## config.mk

```make
export PLATFORM = sky130hd
export DESIGN_NAME = gpio_port_ctrl
export DESIGN_NICKNAME = d
export VERILOG_FILES = /design/src/rtl/gpio_pkg.sv /design/src/rtl/gpio_regfile.sv /design/src/rtl/gpio_in_sync.sv /design/src/rtl/gpio_pin_ctrl.sv /design/src/rtl/gpio_port_ctrl.sv
export SDC_FILE = /design/constraint.sdc
export NUM_CORES = 1
export LEC_CHECK = 0
export ABC_AREA = 1
export CORE_MARGIN = 2
export CORE_UTILIZATION = 25
export DETAILED_ROUTE_END_ITERATION = 10
export GPL_ROUTABILITY_DRIVEN = 0
export PLACE_DENSITY = 0.6
export SLEW_MARGIN = 0
export SYNTH_ARGS = -nofsm -noshare
export SYNTH_HDL_FRONTEND = slang
export SYNTH_SLANG_ARGS = --single-unit
```

## constraint.sdc

```tcl
create_clock -name clk -period 2.4 [get_ports clk]
set_input_delay 0.36 -clock clk [delete_from_list [all_inputs] [get_ports clk]]
set_output_delay 0.36 -clock clk [all_outputs]
set_load 0.02 [all_outputs]
```

## src/rtl/gpio_pkg.sv

```systemverilog
package gpio_pkg;

    localparam int NPINS  = 16;
    localparam int NAF    = 16;
    localparam int AFW    = $clog2(NAF);
    localparam int ADDR_W = 6;
    localparam int DW     = 32;

    localparam logic [ADDR_W-1:0] OFS_MODE  = 6'h00;
    localparam logic [ADDR_W-1:0] OFS_OTYPE = 6'h04;
    localparam logic [ADDR_W-1:0] OFS_SPEED = 6'h08;
    localparam logic [ADDR_W-1:0] OFS_PULL  = 6'h0C;
    localparam logic [ADDR_W-1:0] OFS_IDR   = 6'h10;
    localparam logic [ADDR_W-1:0] OFS_ODR   = 6'h14;
    localparam logic [ADDR_W-1:0] OFS_SETCL = 6'h18;
    localparam logic [ADDR_W-1:0] OFS_AFLO  = 6'h20;
    localparam logic [ADDR_W-1:0] OFS_AFHI  = 6'h24;

    typedef enum logic [1:0] {
        MODE_IN  = 2'b00,
        MODE_OUT = 2'b01,
        MODE_ALT = 2'b10,
        MODE_ANA = 2'b11
    } pin_mode_e;

    typedef enum logic [1:0] {
        PULL_NONE = 2'b00,
        PULL_UP   = 2'b01,
        PULL_DN   = 2'b10,
        PULL_RSV  = 2'b11
    } pull_e;

    typedef struct packed {
        pin_mode_e        mode;
        logic             od;
        pull_e            pull;
        logic [AFW-1:0]   afsel;
    } pin_cfg_t;

    function automatic logic mode_drives(pin_mode_e m);
        return (m == MODE_OUT) || (m == MODE_ALT);
    endfunction

endpackage

```

## src/rtl/gpio_regfile.sv

```systemverilog
module gpio_regfile
    import gpio_pkg::*;
(
    input  logic                  clk,
    input  logic                  rst,
    input  logic [ADDR_W-1:0]     addr,
    input  logic                  we,
    input  logic [DW-1:0]         wdata,
    input  logic [NPINS-1:0]      idr_in,
    output logic [DW-1:0]         rdata,
    output logic [2*NPINS-1:0]    mode_q,
    output logic [NPINS-1:0]      otype_q,
    output logic [2*NPINS-1:0]    speed_q,
    output logic [2*NPINS-1:0]    pull_q,
    output logic [AFW*NPINS-1:0]  af_q,
    output logic [NPINS-1:0]      odr_q
);

    localparam int HALF = AFW * NPINS / 2;

    logic [NPINS-1:0] set_mask;
    logic [NPINS-1:0] clr_mask;

    assign set_mask = wdata[NPINS-1:0];
    assign clr_mask = wdata[2*NPINS-1:NPINS];

    always_ff @(posedge clk) begin
        if (rst) begin
            mode_q  <= '0;
            otype_q <= '0;
            speed_q <= '0;
            pull_q  <= '0;
            af_q    <= '0;
            odr_q   <= '0;
        end else if (we) begin
            case (addr)
                OFS_MODE:  mode_q  <= wdata[2*NPINS-1:0];
                OFS_OTYPE: otype_q <= wdata[NPINS-1:0];
                OFS_SPEED: speed_q <= wdata[2*NPINS-1:0];
                OFS_PULL:  pull_q  <= wdata[2*NPINS-1:0];
                OFS_ODR:   odr_q   <= wdata[NPINS-1:0];
                OFS_SETCL: odr_q   <= (odr_q & ~clr_mask) | set_mask;
                OFS_AFLO:  af_q[HALF-1:0]      <= wdata[HALF-1:0];
                OFS_AFHI:  af_q[2*HALF-1:HALF] <= wdata[HALF-1:0];
                default: ;
            endcase
        end
    end

    always_comb begin
        rdata = '0;
        case (addr)
            OFS_MODE:  rdata[2*NPINS-1:0] = mode_q;
            OFS_OTYPE: rdata[NPINS-1:0]   = otype_q;
            OFS_SPEED: rdata[2*NPINS-1:0] = speed_q;
            OFS_PULL:  rdata[2*NPINS-1:0] = pull_q;
            OFS_IDR:   rdata[NPINS-1:0]   = idr_in;
            OFS_ODR:   rdata[NPINS-1:0]   = odr_q;
            OFS_AFLO:  rdata[HALF-1:0]    = af_q[HALF-1:0];
            OFS_AFHI:  rdata[HALF-1:0]    = af_q[2*HALF-1:HALF];
            default:   rdata = '0;
        endcase
    end

endmodule

```

## src/rtl/gpio_in_sync.sv

```systemverilog
module gpio_in_sync #(
    parameter int W = 16
) (
    input  logic         clk,
    input  logic         rst,
    input  logic [W-1:0] d,
    output logic [W-1:0] q
);

    logic [W-1:0] stage1;

    always_ff @(posedge clk) begin
        if (rst) begin
            stage1 <= '0;
            q      <= '0;
        end else begin
            stage1 <= d;
            q      <= stage1;
        end
    end

endmodule

```

## src/rtl/gpio_pin_ctrl.sv

```systemverilog
module gpio_pin_ctrl
    import gpio_pkg::*;
(
    input  pin_cfg_t         cfg,
    input  logic             odr_bit,
    input  logic [NAF-1:0]   af_vec,
    output logic             out_val,
    output logic             out_en,
    output logic             pu_en,
    output logic             pd_en
);

    always_comb begin
        case (cfg.mode)
            MODE_OUT: out_val = odr_bit;
            MODE_ALT: out_val = af_vec[cfg.afsel];
            default:  out_val = 1'b0;
        endcase
        out_en = mode_drives(cfg.mode) && (!cfg.od || !out_val);
        pu_en  = (cfg.pull == PULL_UP);
        pd_en  = (cfg.pull == PULL_DN);
    end

endmodule

```

## src/rtl/gpio_port_ctrl.sv

```systemverilog
module gpio_port_ctrl
    import gpio_pkg::*;
(
    input  logic                  clk,
    input  logic                  rst,
    input  logic [ADDR_W-1:0]     bus_addr,
    input  logic                  bus_we,
    input  logic [DW-1:0]         bus_wdata,
    output logic [DW-1:0]         bus_rdata,
    input  logic [NPINS-1:0]      pin_in,
    input  logic [NPINS*NAF-1:0]  af_in,
    output logic [NPINS-1:0]      pin_out,
    output logic [NPINS-1:0]      pin_oe,
    output logic [NPINS-1:0]      pin_pu,
    output logic [NPINS-1:0]      pin_pd,
    output logic [2*NPINS-1:0]    pin_speed
);

    logic [2*NPINS-1:0]   mode_q;
    logic [NPINS-1:0]     otype_q;
    logic [2*NPINS-1:0]   speed_q;
    logic [2*NPINS-1:0]   pull_q;
    logic [AFW*NPINS-1:0] af_q;
    logic [NPINS-1:0]     odr_q;
    logic [NPINS-1:0]     in_sync;
    logic [NPINS-1:0]     ana_mask;
    logic [NPINS-1:0]     idr_view;

    gpio_regfile u_regs (
        .clk     (clk),
        .rst     (rst),
        .addr    (bus_addr),
        .we      (bus_we),
        .wdata   (bus_wdata),
        .idr_in  (idr_view),
        .rdata   (bus_rdata),
        .mode_q  (mode_q),
        .otype_q (otype_q),
        .speed_q (speed_q),
        .pull_q  (pull_q),
        .af_q    (af_q),
        .odr_q   (odr_q)
    );

    gpio_in_sync #(.W(NPINS)) u_sync (
        .clk (clk),
        .rst (rst),
        .d   (pin_in),
        .q   (in_sync)
    );

    for (genvar p = 0; p < NPINS; p++) begin : g_pin
        pin_cfg_t cfg;
        assign cfg.mode  = pin_mode_e'(mode_q[2*p +: 2]);
        assign cfg.od    = otype_q[p];
        assign cfg.pull  = pull_e'(pull_q[2*p +: 2]);
        assign cfg.afsel = af_q[AFW*p +: AFW];
        assign ana_mask[p] = (cfg.mode == MODE_ANA);

        gpio_pin_ctrl u_pin (
            .cfg     (cfg),
            .odr_bit (odr_q[p]),
            .af_vec  (af_in[NAF*p +: NAF]),
            .out_val (pin_out[p]),
            .out_en  (pin_oe[p]),
            .pu_en   (pin_pu[p]),
            .pd_en   (pin_pd[p])
        );
    end

    assign idr_view  = in_sync & ~ana_mask;
    assign pin_speed = speed_q;

endmodule

```

==> key figures <==
Floorplan
  • Core area: ~55000 um2
  • Die area: ~57000 um2
  • Initial core utilization: 0.252
  • FP Rows: 86
  • Die height: 240 um
  • IO Count: ~440
  • Die W: 240 um

Global route
  • Overflow after GRT: 0
  • Global-route wire length before repair: 89.2 mm
  • Total GRT Usage: 0.206
  • Number of global-route vias before repair: roughly 14000
  • Initial antenna violation count: 2
  • Pin count of the biggest net entering global routing: 62

STA
  • Achievable clock frequency: 426 MHz
  • Final Cycle Share: 0.979
  • Final setup viols: 0
  • Hold Vio Cnt, Final: 0
  • Final Hold Slack: roughly 0.32 ns
  • RSZ-0062 raised after global routing: true
  • Tmin final: 2.35 ns
  • Worst slew pin tran: 0.569 ns
  • Worst Skew: approximately 0.006 ns
  • Slew margin rel.: 0.619
  • Final Max Slew Viols: 0

Clock network
  • CTS tree: built
  • Longest Clk Path Bufs: 3
  • TritonCTS Buffers: 28
  • Root buffer cell: clkbuf_16
  • Clock latency on the worst-skew pair: between 0.5 and 0.6 ns
  • Clock sinks: 224
  • CTS H-tree lvls: 1
  • Reg clk slew, reported paths: 0.06 ns

Hold path
  • Hold Crit Class: input port to flip-flop

Yosys
  • Syn Std Cell Area: approximately 14000 um2
  • Synth Instances: roughly 2100
  • FF+latch count, synth: approximately 220
  • Syn_area_per_cell: 6.45 um2
  • Cell variety after synth: 30
  • Warnings, synthesis: 0
  • Sequential area share after synthesis: 0.323
  • Post-Syn Nets: between 2000 and 3000

Cells and area
  • Design Area, Final: just over 20000 um2
  • Fin util: 0.377
  • Area growth, synth to finish: 49.4%
  • Fin nets: between 2000 and 3000
  • Fin cells: around 3300
  • N_diodes: 0
  • Layout cells sized above 1: 0.138
  • Fillers: 5878
  • Most common cell after layout, fill and taps aside: nand2_1
  • Most frequent cells in the layout: 512 x nand2_1, 369 x clkdlybuf4s50_1, 345 x inv_1, 231 x nor2_1, 199 x dfxtp_1

Detailed routing
  • Vias: ~15000
  • Detailed Route Iter0 Violations: between 800 and 900
  • Avg Vias per Cell: between 4 and 5
  • 1st-pass router iterations: 5
  • Routed Antenna Nets: 0
  • Routed length per instance: about 18 um
  • Residual DRC: 0
  • DRT Wirelength: ~62 mm

Power
  • PD cells: 458 nW/um2
  • Leakage power: ~9 nW
  • VDD IR max: between 0.0004 and 0.0005 V

Placement
  • Placed cell areas: approximately 19000 um2
  • DP HPWL: around 48 mm
  • Placed cells: 3265
  • Input/output buffers: 440

Worst setup path
  • Startpoint Class: flip-flop
  • Required @ worst endpoint: just over 2 ns
  • WS Path Type: flip-flop to output pin
  • CP arrival: a little under 2 ns
  • Worst Setup End Kind: output pin
  • Crit-path max FO: 4

Run
  • Max_cap viols: 0

Status
  • Outcome: completed
-- metrics by stage --
stage          setup WS (ns)  power, mW  TNS (ns)
4_1_cts            0.0000764       9.56         0
3_3_place_gp          -0.529       5.01    -12.14
6_report              0.0508       9.49         0
2_1_floorplan          0.572       4.23         0
5_1_grt              -0.0509       9.81    -0.174
3_5_place_dp          -0.520       5.01    -13.04
-- synth_stat cells, drive strengths merged --
cell type / count / area [um2]
o211ai: 12 / 90.1
dfxtp: 224 / 4480
nor2: 238 / 931
nand3b: 12 / 90.1
o22ai: 9 / 56.3
ha: 48 / 601
nand4: 17 / 106
nor3b: 4 / 30.0
o21ai: 30 / 150
clkbuf: 31 / 118
clkinv: 16 / 60.1
buf: 125 / 847
nand2: 549 / 2090
inv: 360 / 1360
a21oi: 112 / 561
nand3: 180 / 906
a211oi: 132 / 1010
o221ai: 4 / 35.0
a22oi: 46 / 345
-- timing repair --
| action | 4_1_cts | 5_1_grt |
|---|---|---|
| hold buffers | 0 | 0 |
| gates cloned | 1 | 2 |
| resized for setup | 129 | 128 |
| buffers inserted | 3 | 16 |
| pin swaps | 9 | 26 |
| endpoints found under the setup margin | 59 | 53 |
-- logic make-up (layout without fill, tap and decap cells) --
kind of cell,count (synthesis),in the layout,synth area share
compound gates,345,345,0.162
fa+ha+maj,48,48,0.0433
buf+inv,532,971,0.172
flops,224,224,0.323
simple gates,1000,1000,0.299
-- metal layers --
metal,up-vias,share of wire,track usage
li1,7641,-,-
met1,7109,0.43,0.261
met2,447,0.47,0.349
met3,78,0.073,0.0477
met4,4,0.026,0.0572
met5,-,0.00044,0
-- sequential cells by signal, indices dropped and copies added, names as in the netlist --
signal	flops
u_regs.af_q	64
u_regs.mode_q	32
u_regs.pull_q	32
u_regs.speed_q	32
u_regs.odr_q	16
u_regs.otype_q	16
u_sync.q	16
u_sync.stage1	16
-- path summary, 6_finish.rpt --
check                                     from                            to  slack (ns)  cells past startpoint
hold / removal                             rst       u_sync.q[14]$_SDFF_PP0_        0.32                      2
hold reg to reg   u_sync.stage1[11]$_SDFF_PP0_       u_sync.q[11]$_SDFF_PP0_        0.40                      2
setup reg to reg  u_regs.af_q[46]$_SDFFE_PP0P_  u_regs.af_q[46]$_SDFFE_PP0P_        1.35                      2
setup / recovery  u_regs.af_q[46]$_SDFFE_PP0P_                   pin_out[11]        0.05                      7
-- power by group --
| group | switching, mW | internal, mW |
|---|---|---|
| clock | 1.71 | 2.83 |
| combinational | 0.525 | 0.638 |
| sequential | 0.0322 | 3.76 |
-- cell type report --
class                           instances  area, um2  area share
Multi-Input combinational cell       1393       7320       0.353
Inverter                              376       1490      0.0717
Clock buffer                           40        837      0.0404
Sequential cell                       224       4540       0.219
Clock inverter                          9        148     0.00712
Tap cell                              748        936      0.0452
Timing Repair inverter                  1       5.00    0.000242
Timing Repair Buffer                  545       5450       0.263
-- worst max-delay path: stages, from the launching register on --
cell and delay [ns]:
dfxtp_1 0.56, inv_1 0.15, nand3_1 0.13, nand2_2 0.09, nand2_1 0.08, nand3_2 0.06, a21oi_1 0.16, buf_4 0.19
No activity file was read; power rests on OpenSTA's default activity.
